`src/rtl/lutram_pkg.sv`:
```
package lutram_pkg;

    localparam int CELL_AW   = 4;
    localparam int H_INPUTS  = 3;
    localparam int H_ENTRIES = 1 << H_INPUTS;

    typedef enum logic {
        ORG_WIDE = 1'b0,
        ORG_DEEP = 1'b1
    } org_e;

    typedef struct packed {
        logic we_f;
        logic we_g;
        logic din_f;
        logic din_g;
    } wr_ctl_t;

    typedef struct packed {
        logic g;
        logic f;
    } rd_pair_t;

    function automatic wr_ctl_t map_write(org_e org, logic we, logic hi, logic lo);
        wr_ctl_t w;
        if (org == ORG_DEEP) begin
            w.we_f  = we & ~hi;
            w.we_g  = we & hi;
            w.din_f = lo;
            w.din_g = lo;
        end else begin
            w.we_f  = we;
            w.we_g  = we;
            w.din_f = lo;
            w.din_g = hi;
        end
        return w;
    endfunction

    function automatic logic h_eval(logic [H_ENTRIES-1:0] tbl, logic hi, rd_pair_t rd);
        return tbl[{hi, rd.g, rd.f}];
    endfunction

endpackage

```
`src/rtl/lutram_cell.sv`:
```
module lutram_cell #(
    parameter int AW           = 4,
    parameter bit CLEAR_ON_RST = 1'b1
) (
    input  logic          clk,
    input  logic          rst,
    input  logic          we,
    input  logic          din,
    input  logic [AW-1:0] addr,
    output logic          rd
);
    localparam int DEPTH = 1 << AW;

    logic [DEPTH-1:0] bits;

    if (CLEAR_ON_RST) begin : g_clr
        always_ff @(posedge clk) begin
            if (rst) begin
                bits <= '0;
            end else begin
                for (int i = 0; i < DEPTH; i++) begin
                    if (we && addr == AW'(i)) bits[i] <= din;
                end
            end
        end
    end else begin : g_keep
        always_ff @(posedge clk) begin
            for (int i = 0; i < DEPTH; i++) begin
                if (!rst && we && addr == AW'(i)) bits[i] <= din;
            end
        end
    end

    assign rd = bits[addr];

endmodule

```
`src/rtl/lutram_ctl.sv`:
```
module lutram_ctl
    import lutram_pkg::*;
(
    input  logic    cfg_deep,
    input  logic    wr_en,
    input  logic    ctl_hi,
    input  logic    ctl_lo,
    output wr_ctl_t wr
);
    org_e org;

    always_comb begin
        org = cfg_deep ? ORG_DEEP : ORG_WIDE;
        wr  = map_write(org, wr_en, ctl_hi, ctl_lo);
    end

endmodule

```
`src/rtl/lutram_tap.sv`:
```
module lutram_tap (
    input  logic clk,
    input  logic rst,
    input  logic use_reg,
    input  logic d,
    output logic q
);
    logic held;

    always_ff @(posedge clk) begin
        if (rst) held <= 1'b0;
        else     held <= d;
    end

    assign q = use_reg ? held : d;

endmodule

```
`src/rtl/lutram_dual.sv`:
```
module lutram_dual
    import lutram_pkg::*;
#(
    parameter int AW           = lutram_pkg::CELL_AW,
    parameter bit CLEAR_ON_RST = 1'b1
) (
    input  logic                 clk,
    input  logic                 rst,
    input  logic                 cfg_deep,
    input  logic [AW-1:0]        f_addr,
    input  logic [AW-1:0]        g_addr,
    input  logic                 ctl_hi,
    input  logic                 ctl_lo,
    input  logic                 wr_en,
    input  logic                 f_pipe,
    input  logic                 g_pipe,
    input  logic [H_ENTRIES-1:0] h_tbl,
    output logic                 f_out,
    output logic                 g_out,
    output logic                 deep_out,
    output logic                 h_out
);
    localparam int NTAB = 2;

    wr_ctl_t  wr;
    rd_pair_t rd_raw;

    logic [AW-1:0] tab_addr [NTAB];
    logic          tab_we   [NTAB];
    logic          tab_din  [NTAB];
    logic          tab_rd   [NTAB];
    logic          tab_pipe [NTAB];
    logic          tab_out  [NTAB];

    lutram_ctl u_ctl (
        .cfg_deep (cfg_deep),
        .wr_en    (wr_en),
        .ctl_hi   (ctl_hi),
        .ctl_lo   (ctl_lo),
        .wr       (wr)
    );

    always_comb begin
        tab_addr[0] = f_addr;  tab_addr[1] = g_addr;
        tab_we[0]   = wr.we_f; tab_we[1]   = wr.we_g;
        tab_din[0]  = wr.din_f; tab_din[1] = wr.din_g;
        tab_pipe[0] = f_pipe;  tab_pipe[1] = g_pipe;
    end

    for (genvar t = 0; t < NTAB; t++) begin : g_tab
        lutram_cell #(.AW(AW), .CLEAR_ON_RST(CLEAR_ON_RST)) u_cell (
            .clk  (clk),
            .rst  (rst),
            .we   (tab_we[t]),
            .din  (tab_din[t]),
            .addr (tab_addr[t]),
            .rd   (tab_rd[t])
        );
        lutram_tap u_tap (
            .clk     (clk),
            .rst     (rst),
            .use_reg (tab_pipe[t]),
            .d       (tab_rd[t]),
            .q       (tab_out[t])
        );
    end

    always_comb begin
        rd_raw.f = tab_rd[0];
        rd_raw.g = tab_rd[1];
    end

    assign f_out    = tab_out[0];
    assign g_out    = tab_out[1];
    assign deep_out = ctl_hi ? rd_raw.g : rd_raw.f;
    assign h_out    = h_eval(h_tbl, ctl_hi, rd_raw);

endmodule

```
`config.mk`:
```
export PLATFORM = sky130hd
export DESIGN_NAME = lutram_dual
export DESIGN_NICKNAME = d
export VERILOG_FILES = /design/src/rtl/lutram_pkg.sv /design/src/rtl/lutram_cell.sv /design/src/rtl/lutram_ctl.sv /design/src/rtl/lutram_tap.sv /design/src/rtl/lutram_dual.sv
export SDC_FILE = /design/constraint.sdc
export NUM_CORES = 1
export LEC_CHECK = 0
export ABC_AREA = 1
export CAP_MARGIN = 30
export CORE_MARGIN = 3
export CORE_UTILIZATION = 25
export CTS_BUF_LIST = sky130_fd_sc_hd__clkbuf_4
export DETAILED_ROUTE_END_ITERATION = 6
export DONT_BUFFER_PORTS = 1
export GPL_ROUTABILITY_DRIVEN = 0
export SETUP_SLACK_MARGIN = 0.3
export SYNTH_ARGS = -nofsm -noshare
export SYNTH_HDL_FRONTEND = slang
export SYNTH_SLANG_ARGS = --single-unit
```
`constraint.sdc`:
```
create_clock -name clk -period 1.4 [get_ports clk]
set_input_delay 0 -clock clk [delete_from_list [all_inputs] [get_ports clk]]
set_output_delay 0 -clock clk [all_outputs]
set_load 0.01 [all_outputs]
```
==> results of run 1 <==
## cell usage after synthesis
library cell	n
a21oi_1	36
a21oi_2	1
buf_1	1
buf_2	2
buf_4	1
buf_6	1
clkbuf_1	4
dfxtp_1	34
inv_1	34
inv_2	5
nand2_1	89
nand2_2	7
nand3_1	37
nor2_1	11
nor2_2	1
nor2_4	3
nor3_2	1
o21ai_0	33
o21ai_1	4
o21ai_2	2
## final cells by class
cell class / instances / area (um^2) / share of cell area (%)
clock buffer: 5 / 37.54 / 1.630
clock inverter: 3 / 40.04 / 1.738
inverter: 39 / 146.4 / 6.355
multi-input combinational: 225 / 1106 / 48.02
sequential: 34 / 700.7 / 30.42
tap: 99 / 123.9 / 5.378
timing repair buffer: 16 / 148.9 / 6.464
## per-layer routing
metal / track usage (%) / vias up
met3: 2.965 / 7
met1: 16.28 / 906
met2: 20.91 / 57
met5: 0 / -
met4: 3.610 / 0
li1: - / 1020
## layout by cell type (no fill, tap or decap)
cell type and n:
nand3_2 1, buf_6 1, nor2_1 11, o21ai_2 3, nand3_1 36, a21oi_1 34
dlygate4sd3_1 5, o21ai_4 1, buf_12 1, nand2_1 80, dfxtp_1 18, inv_1 33
nand2_4 1, buf_4 9, clkinv_2 2, inv_2 6, o21ai_0 30, dfxtp_2 16
a21oi_2 3, nor2_4 4, nand2_2 15, clkbuf_4 5, nor3_2 1, bufinv_16 1
o21ai_1 5
## registers in the layout (all words and copies together) (netlist names)
| register | cells |
|---|---|
| g_tab.u_cell.bits | 32 |
| g_tab.u_tap.held | 2 |
## logic make-up (layout without fill, tap and decap cells)
logic type	count (synthesis)	count (layout)	synth area share, %
AND/OR/NAND/NOR	149	149	34.07
buffers and inverters	48	63	10.10
AO/OA/AOI/OAI	76	76	20.39
flip-flops	34	34	35.44
## power groups by stage
stage                     combinational (mW)  clock, mW  sequential, mW
after floorplan                        0.148          0            1.00
after global placement                 0.173          0            1.00
after detailed placement               0.174          0            1.00
after CTS                              0.218      0.740           0.981
after global routing                   0.249      0.786           0.983
final                                  0.225      0.721           0.981
## critical path, stage by stage (launching register included)
cell and delay, ps:
dfxtp_2 340, nand2_1 60, nand2_1 50, nand2_1 50, nand3_1 60, nand2_1 70
nand2_2 80, nor2_4 180, nand3_1 100, nand2_1 70, nand2_1 60, nand2_2 80
## per-stage QoR
stage	utilization, %	power [mW]	instances
floorplan	-	1.150	307
global placement	27.91	1.176	405
detailed placement	27.91	1.177	405
CTS	30.41	1.939	420
global route	31.26	2.019	421
finish	31.26	1.928	421
## repair_timing
action	4_1_cts	5_1_grt
endpoints found under the setup margin	4	7
resized for setup	11	27
hold endpoints to repair	34	0
pin swaps	8	14
hold buffers	6	0
buffers inserted	1	1
## final timing paths
kind         slack [ps]                      from                  endpoint  cells after the start
min reg2reg         480  g_tab[0].u_cell.bits[11]  g_tab[0].u_cell.bits[11]                      2
max reg2reg         260   g_tab[0].u_cell.bits[2]       g_tab[0].u_tap.held                      9
min                  -5                 g_addr[3]   g_tab[1].u_cell.bits[0]                      4
max                -150  g_tab[1].u_cell.bits[12]                     h_out                     11
==> summary.txt, run 1 <==
Synthesis
  • Seq/Total Area, Yosys: 35.44%
  • Top post-synthesis cells by area: dfxtp_1 (35%), nand2_1 (17%), nand3_1 (9.6%)
  • Syn Inst Count: 307
  • Syn_nets: 331
  • Mean area per synthesized cell: 6.256 um^2
  • Area leader, netlist: dfxtp_1
  • Synth top area share: 35.44%
  • Cell variety after synth: 20
  • Warnings, synthesis: 0
  • Mapped cell area: 1921 um^2
  • #FFs+latches synth: 34

Power
  • VDD IR max: 0.3660 mV
  • Reg power frac: 50.9%
  • Clock group share of total power: 37.4%
  • Leak Pwr: 0.9891 nW
  • Psw: 0.5113 mW
  • Power Density: 836.9 nW/um^2
  • Switch share: 26.52%
  • Int Power: 1.416 mW
  • Gate power share: 11.7%

Global routing
  • First-pass GRT wire length: 9004 um
  • Vias in the first global route: 1930
  • All-Layer GR Usage: 12.60%
  • Initial antenna violation count: 0
  • Largest net degree at the start of global routing: 35
  • GR Overflow Total: 0

Worst setup path
  • Max FO, Critical Path: 5
  • CP Class: reg2out
  • Critical Path End Type: primary output
  • Critical Path RT: 1400 ps
  • CP arrival: 1550 ps
  • CP startpoint kind: register

Worst hold path
  • HP Class: in2reg

Clocking
  • Reg clk slew, reported paths: 110 ps
  • Clk buf depth: 2
  • H-tree depth: 2
  • CTS tree: yes
  • CTS Buf Count: 5
  • Clock latency on the worst-skew pair: 340 ps
  • CTS root buffer: clkbuf_4
  • CTS Sinks: 34

Final layout
  • Final nets: 345
  • Design area: 2303 um^2
  • Filler Cell Count: 831
  • Ant diodes: 0
  • Area Overhead vs Synth: 19.93%
  • Share of cells above drive strength 1: 21.74%

Floorplanning
  • Die area: 8770 um^2
  • IO Count: 28
  • Initial Util: 26.06%
  • Core Footprint: 7370 um^2
  • # rows: 31
  • Die height: 93.65 um
  • Die X: 93.65 um

Place
  • Pre-CTS setup slack: 197.4 ps
  • Area post-placement: 2057 um^2
  • Final HPWL from detailed placement: 3934 um
  • PortBufs: 0

Drt
  • Met2 wire len: 2601 um
  • Detailed Route WL: 5423 um
  • M1 WL: 2437 um
  • Initial DRC count: 63
  • Detailed Routing Iterations Pass 1: 4
  • Via count: 1990
  • Routed vias/inst: 4.727
  • Met3 WL: 333 um
  • DRC viols: 0
  • Uppermost layer routed: met4
  • Remaining antenna violation count: 0
  • Wire per inst: 12.88 um

Timing
  • Final Hold Fails: 1
  • Slack of the critical path: -148.8 ps
  • Skew final: 9.638 ps
  • Hold slack: -5.148 ps
  • RSZ-0062 raised after global routing: yes
  • Period utilization: 110.6%
  • Peak Freq: 0.6457 GHz
  • Relative slew margins: 60.62%
  • Worst Max-Slew Pin Slew: 588.8 ps
  • Fin Setup TNS: -296.8 ps
  • # setup viols final: 3
  • Final slew viol count: 0
  • Final min period: 1549 ps

Outcome
  • Failing checks: hold timing, setup timing
  • Outcome: finished with violations

Run
  • Maximum Capacitance Violations: 0
Power figures use the tool's default switching activity.
==> inputs of run 2 (changes only) <==
--- a/config.mk
+++ b/config.mk
@@ -13,6 +13,7 @@
 export DETAILED_ROUTE_END_ITERATION = 6
 export DONT_BUFFER_PORTS = 1
 export GPL_ROUTABILITY_DRIVEN = 0
+export GPL_TIMING_DRIVEN = 0
 export SETUP_SLACK_MARGIN = 0.3
 export SYNTH_ARGS = -nofsm -noshare
 export SYNTH_HDL_FRONTEND = slang
==> summary.txt, run 2 (same netlist as run 1, synthesis figures left out) <==
Drt
  • Detailed Routing Iterations Pass 1: 4 (unchanged)
  • Remaining antenna violation count: 0 (unchanged)
  • DRC viols: 0 (unchanged)
  • Via count: 2072 (+4.1%)
  • Initial DRC count: 80 (+27%)
  • Wire per inst: 12.62 um (-2.0%)
  • Routed vias/inst: 4.807 (+1.7%)
  • Detailed Route WL: 5441 um (+0.33%)

Final layout
  • Regs by FF count: g_tab.u_cell.bits x32, g_tab.u_tap.held x2
  • Leading cell type in the layout, fill and taps excluded: nand2_1
  • Final core utilization: 32.60% (+1.3 points)
  • Ant diodes: 0 (unchanged)
  • Design area: 2402 um^2 (+4.3%)
  • Most frequent cells in the layout: nand2_1 (84), nand3_1 (34), a21oi_1 (33), inv_1 (32), o21ai_0 (30)
  • Final nets: 355 (+2.9%)
  • Area Overhead vs Synth: 25.08%
  • Share of cells above drive strength 1: 18.98% (-2.8 points)
  • Fin cells: 431 (+2.4%)
  • Max FFs per register: 32 (unchanged)
  • Register name with the most flops: g_tab.u_cell.bits

Floorplanning
  • # rows: 31 (unchanged)
  • Die height: 93.65 um (unchanged)
  • IO Count: 28 (unchanged)
  • Die X: 93.65 um (unchanged)
  • Core Footprint: 7370 um^2 (unchanged)
  • Initial Util: 26.06% (unchanged)
  • Die area: 8770 um^2 (unchanged)

Clocking
  • CTS Hold Bufs: 14 (+8)
  • Reg clk slew, reported paths: 130 ps (+20 ps)
  • CTS Buf Count: 5 (unchanged)
  • CTS root buffer: clkbuf_4
  • CTS tree: yes
  • CTS Sinks: 34 (unchanged)
  • Clock latency on the worst-skew pair: 350 ps (about the same)
  • H-tree depth: 2 (unchanged)
  • Clk buf depth: 2 (unchanged)

Timing
  • Final min period: 1576 ps (+26.93 ps)
  • Final slew viol count: 0 (unchanged)
  • Skew final: 18.72 ps (+9.083 ps)
  • Period utilization: 112.6% (+1.9 points)
  • Worst Max-Slew Pin Slew: 477.8 ps (-111.0 ps)
  • RSZ-0062 raised after global routing: yes
  • Relative slew margins: 68.14% (+7.5 points)
  • Fin Setup TNS: -404.4 ps (-107.6 ps)
  • # setup viols final: 4 (+1)
  • Slack of the critical path: -175.7 ps (-26.93 ps)
  • Final Hold Fails: 6 (+5)
  • Peak Freq: 0.6346 GHz (-1.7%)
  • Hold slack: -24.99 ps (-19.84 ps)

Global routing
  • Largest net degree at the start of global routing: 13 (-63%)
  • GR Overflow Total: 0 (unchanged)
  • Initial antenna violation count: 0 (unchanged)
  • First-pass GRT wire length: 9135 um (+1.5%)
  • All-Layer GR Usage: 12.95% (+0.35 points)
  • Vias in the first global route: 1994 (+3.3%)

Power
  • VDD IR max: 0.3556 mV (-2.8%)
  • Pwr Total: 2.152 mW (+12%)
  • Int Power: 1.614 mW (+14%)
  • Psw: 0.5372 mW (+5.1%)
  • Leak Pwr: 1.026 nW (+3.7%)
  • Clock group share of total power: 42.9% (+5.5 points)
  • Gate power share: 11.5% (-0.2 points)
  • Power Density: 895.6 nW/um^2 (+7.0%)
  • Switch share: 24.97% (-1.6 points)
  • Reg power frac: 45.6% (-5.3 points)

Place
  • Placed instance count: 406 (+0.25%)
  • Area post-placement: 2044 um^2 (-0.61%)
  • PortBufs: 0 (unchanged)
  • Pre-CTS setup slack: 21.15 ps (-176.3 ps)
  • Final HPWL from detailed placement: 3894 um (-1.0%)

Outcome
  • Outcome: finished with violations
  • Failing checks: hold timing, setup timing

Worst setup path
  • CP startpoint kind: register
  • FF-to-FF setup slack: 220 ps (-40 ps)
  • Critical path origin: g_tab[0].u_cell.bits[10]
  • Worst r2r dst: g_tab[0].u_tap.held
  • CP arrival: 1580 ps (+30 ps)
  • Critical Path End Type: primary output
  • Reg-to-Reg Start: g_tab[0].u_cell.bits[10]
  • Max FO, Critical Path: 5 (unchanged)
  • CP Class: reg2out
  • Setup crit end: h_out
  • Critical Path RT: 1400 ps (about the same)
  • Worst Reg-to-Reg Cells: 9 (unchanged)

Run
  • Maximum Capacitance Violations: 0 (unchanged)

Worst hold path
  • HP Class: in2reg
-- run 2: cell types whose count changed in the layout (fill, tap and decap cells not counted), sizes merged --
cell / delta
clkinv: -1
buf: -4
bufinv: +1
clkbuf: +5
dlygate4sd3: +9
-- run 2: layout make-up --
class | count | area [um^2]
flip-flops and latches | 34 | 695.7
fillers | 799 | 4967
well taps | 99 | 123.9
clock inverters | 3 | 68.82
multi-input cells | 225 | 1114
inverters | 39 | 146.4
clock buffers | 5 | 37.54
repair buffers | 17 | 166.4
plain buffers | 9 | 50.05
-- run 2: how the worst min path moves through the flow --
stage	from	to	slack [ps]	cells past startpoint
floorplan	ctl_hi	h_out	120	2
global placement	ctl_hi	h_out	130	2
detailed placement	ctl_hi	h_out	140	2
CTS	g_addr[1]	g_tab[1].u_cell.bits[15]	-40	4
global route	g_addr[1]	g_tab[1].u_cell.bits[15]	-20	4
finish	g_addr[1]	g_tab[1].u_cell.bits[7]	-20	4
-- run 2: worst max-delay path, cell delays in order, from the launching register on --
cell	delay, ps
dfxtp_1	340
nand2_1	60
nand2_1	40
nand2_1	50
nand2_1	50
nand2_1	70
nand2_2	90
nor2_4	160
nand2_1	90
nand3_2	60
nand2_1	60
nand2_1	70
nand2_2	70
-- run 2: repair_timing --
action                                  CTS  global route
endpoints found under the setup margin    4            18
hold endpoints to repair                 23             1
gates resized for setup                  19            17
setup buffers                             2             1
pin swaps                                13             8
-- run 2: layer usage --
layer	GRT usage (%)	vias up	wire [um]
li1	-	1046	-
met1	16.63	951	2374
met2	21.62	69	2654
met3	2.804	6	368
met4	4.091	0	43
met5	0	-	0
-- run 2: power groups by stage --
| stage | Sequential (mW) | Combinational [mW] | Clock [mW] |
|---|---|---|---|
| 2_1_floorplan | 1.00 | 0.148 | 0 |
| 3_3_place_gp | 1.00 | 0.200 | 0 |
| 3_5_place_dp | 1.00 | 0.202 | 0 |
| 4_1_cts | 0.981 | 0.240 | 0.946 |
| 5_1_grt | 0.983 | 0.272 | 0.990 |
| 6_report | 0.981 | 0.247 | 0.924 |
==> inputs of run 3 (changes only) <==
--- a/config.mk
+++ b/config.mk
@@ -5,7 +5,6 @@
 export SDC_FILE = /design/constraint.sdc
 export NUM_CORES = 1
 export LEC_CHECK = 0
-export ABC_AREA = 1
 export CAP_MARGIN = 30
 export CORE_MARGIN = 3
 export CORE_UTILIZATION = 25
==> summary.txt, run 3 <==
Final layout
  • Register name with the most flops: g_tab.u_cell.bits
  • Fin cells: 377 (-13%)
  • Most frequent cells in the layout: nand2_1 (35), nor2_1 (34), dfxtp_1 (31), nor3_1 (20), nand3_1 (17)
  • Final nets: 298 (-16%)
  • Final core utilization: 31.47% (-1.1 points)
  • Leading cell type in the layout, fill and taps excluded: nand2_1
  • Max FFs per register: 32 (unchanged)
  • Regs by FF count: g_tab.u_cell.bits x32, g_tab.u_tap.held x2
  • Design area: 2495 um^2 (+3.9%)
  • Area Overhead vs Synth: 18.97%
  • Ant diodes: 0 (unchanged)
  • Share of cells above drive strength 1: 23.64% (+4.7 points)

Timing
  • Skew final: 10.96 ps (-7.763 ps)
  • # setup viols final: 6 (+2)
  • Worst Max-Slew Pin Slew: 585.8 ps (+107.9 ps)
  • Final Hold Fails: 0 (-6)
  • RSZ-0062 raised after global routing: yes
  • Fin Setup TNS: -2663 ps (-2259 ps)
  • Peak Freq: 0.4363 GHz (-31%)
  • Slack of the critical path: -892.0 ps (-716.3 ps)
  • Period utilization: 163.7% (+51 points)
  • Final slew viol count: 0 (unchanged)
  • Relative slew margins: 60.95% (-7.2 points)
  • Final min period: 2292 ps (+716.3 ps)

Power
  • Clock group share of total power: 29.4% (-14 points)
  • Int Power: 1.284 mW (-20%)
  • Switch share: 29.65% (+4.7 points)
  • VDD IR max: 0.2737 mV (-23%)
  • Leak Pwr: 0.8251 nW (-20%)
  • Power Density: 731.7 nW/um^2 (-18%)
  • Psw: 0.5413 mW (+0.75%)
  • Reg power frac: 54.0% (+8.4 points)
  • Gate power share: 16.6% (+5.1 points)

Floorplanning
  • Die height: 97.59 um (+4.2%)
  • Core Footprint: 7928 um^2 (+7.6%)
  • Die area: 9523 um^2 (+8.6%)
  • # rows: 32 (+3.2%)
  • Die X: 97.59 um (+4.2%)
  • Initial Util: 26.45% (+0.39 points)
  • IO Count: 28 (unchanged)

Synthesis
  • #FFs+latches synth: 34 (unchanged)
  • Top post-synthesis cells by area: dfxtp_1 (32%), mux4_2 (9.7%), mux2i_1 (7.6%)
  • Synth Area in Simple Gates: 30.67% (-3.4 points)
  • Syn_nets: 282 (-15%)
  • Warnings, synthesis: 0 (unchanged)
  • Seq/Total Area, Yosys: 32.46% (-3.0 points)
  • Post-synth top flop: dfxtp_1
  • Area leader, netlist: dfxtp_1
  • Mean area per synthesized cell: 8.128 um^2 (+30%)
  • Post-synth EDFFs: 0 (unchanged)
  • Synth top area share: 32.46% (-3.0 points)
  • Mux contribution to synthesized area: 22.14% (+22 points)
  • Cell variety after synth: 37 (+85%)
  • Syn Inst Count: 258 (-16%)
  • Synth Area in Compound Gates: 10.20% (-10 points)
  • Mapped cell area: 2097 um^2 (+9.2%)
  • Post-synth top cells: nand2_1 (35), nor2_1 (35), dfxtp_1 (34)
  • Adder-Cell Fraction of Synth Area: 0% (unchanged)
  • Fraction of registers with async set/reset: 0% (unchanged)
  • XOR/XNOR Fraction of Synth Area: 0% (unchanged)
  • Main combinational cell family by area after synthesis: simple AND/OR/NAND/NOR gates

Worst hold path
  • Hold_sp: f_addr[2]
  • HP Class: in2reg
  • WHS Path Cells: 3 (-1)
  • Hold EP: g_tab[0].u_cell.bits[5]

Drt
  • Remaining antenna violation count: 0 (unchanged)
  • Wire per inst: 14.24 um (+13%)
  • Routed vias/inst: 5.117 (+6.4%)
  • Detailed Route WL: 5369 um (-1.3%)
  • Initial DRC count: 86 (+7.5%)
  • Via count: 1929 (-6.9%)
  • Detailed Routing Iterations Pass 1: 4 (unchanged)
  • DRC viols: 0 (unchanged)

Global routing
  • Vias in the first global route: 1765 (-11%)
  • GR Overflow Total: 0 (unchanged)
  • Initial antenna violation count: 0 (unchanged)
  • All-Layer GR Usage: 11.23% (-1.7 points)
  • Largest net degree at the start of global routing: 12 (-1)
  • First-pass GRT wire length: 8763 um (-4.1%)

Clocking
  • Clock latency on the worst-skew pair: 340 ps (about the same)
  • CTS Buf Count: 5 (unchanged)
  • Reg clk slew, reported paths: 100 ps (-30 ps)
  • H-tree depth: 2 (unchanged)
  • CTS tree: yes
  • Clk buf depth: 2 (unchanged)
  • CTS root buffer: clkbuf_4
  • CTS Sinks: 34 (unchanged)

Run
  • Maximum Capacitance Violations: 0 (unchanged)

Worst setup path
  • Reg-to-Reg Start: g_tab[0].u_cell.bits[9]
  • Critical Path End Type: primary output
  • CP Class: reg2out
  • CP arrival: 2290 ps (+710 ps)
  • Critical Path RT: 1400 ps (about the same)
  • CP startpoint kind: register
  • Worst r2r dst: g_tab[0].u_tap.held
  • Worst Reg-to-Reg Cells: 5 (-4)
  • FF-to-FF setup slack: -230 ps (-450 ps)
  • Max FO, Critical Path: 3 (-2)

Outcome
  • Failing checks: setup timing
  • Outcome: finished with violations

Place
  • Area post-placement: 2293 um^2 (+12%)
  • Final HPWL from detailed placement: 3877 um (-0.42%)
  • Pre-CTS setup slack: -519.1 ps (-540.3 ps)
  • PortBufs: 0 (unchanged)
  • Placed instance count: 360 (-11%)
-- run 3: worst max-delay path, stage by stage, from the launching register on --
cell and delay [ps]:
dfxtp_1 330, mux2_4 260, mux4_2 540, mux2_4 330, a2111oi_4 410, nor4_4 90
-- run 3: layer usage --
layer  wire length, um  share of wire, %  vias up  track usage, %
li1                  -                 -      947               -
met1              2481                46      932           15.75
met2              2542                47       44           17.19
met3               282               5.3        6           2.800
met4                63               1.2        0           2.875
met5                 0                 0        -               0
-- run 3: how the worst max path moves through the flow --
stage	from	end	slack, ps	cells after the start
5_1_grt	g_tab[0].u_cell.bits[9]	h_out	-980	6
3_3_place_gp	g_tab[0].u_cell.bits[11]	h_out	-510	5
6_report	g_tab[0].u_cell.bits[9]	h_out	-890	5
2_1_floorplan	g_tab[0].u_cell.bits[8]	h_out	-400	5
4_1_cts	g_tab[0].u_cell.bits[11]	h_out	-910	5
3_5_place_dp	g_tab[0].u_cell.bits[8]	h_out	-520	5
-- run 3: cell families (layout without fill, tap and decap cells) --
family / after synthesis / after routing
and+or+nand+nor: 137 / 137
DFF: 34 / 34
muxes: 33 / 33
AOI/OAI and AO/OA: 31 / 31
buffers and inverters: 23 / 40
-- run 3: cell type report --
cell class / instances / area (um^2)
flip-flops and latches: 34 / 684.4
multi-input cells: 201 / 1440
well taps: 102 / 127.6
repair buffers: 9 / 73.82
fillers: 832 / 5433
inverters: 2 / 7.507
clock inverters: 3 / 16.27
clock buffers: 5 / 37.54
plain buffers: 21 / 107.6
-- run 3: power by group through the flow --
stage / registers, mW / logic [mW] / clock network, mW
floorplan: 1.01 / 0.218 / 0
global placement: 1.01 / 0.268 / 0
detailed placement: 1.01 / 0.275 / 0
CTS: 0.986 / 0.279 / 0.553
global route: 0.988 / 0.333 / 0.596
finish: 0.986 / 0.302 / 0.537
-- run 3: stage by stage --
| stage | hold slack, ps | power, mW |
|---|---|---|
| detailed placement | 61.43 | 1.283 |
| finish | 40.58 | 1.825 |
| CTS | 35.38 | 1.818 |
| floorplan | 56.52 | 1.224 |
| global route | 49.22 | 1.916 |
| global placement | 60.17 | 1.275 |
-- run 3: repair_timing --
action                                 in CTS  in global routing
setup buffers                               0                  8
hold buffers                                1                  0
resized for setup                           3                 18
endpoints found under the hold margin       1                  0
pin swaps                                   0                  7
setup endpoints to repair                   6                 14
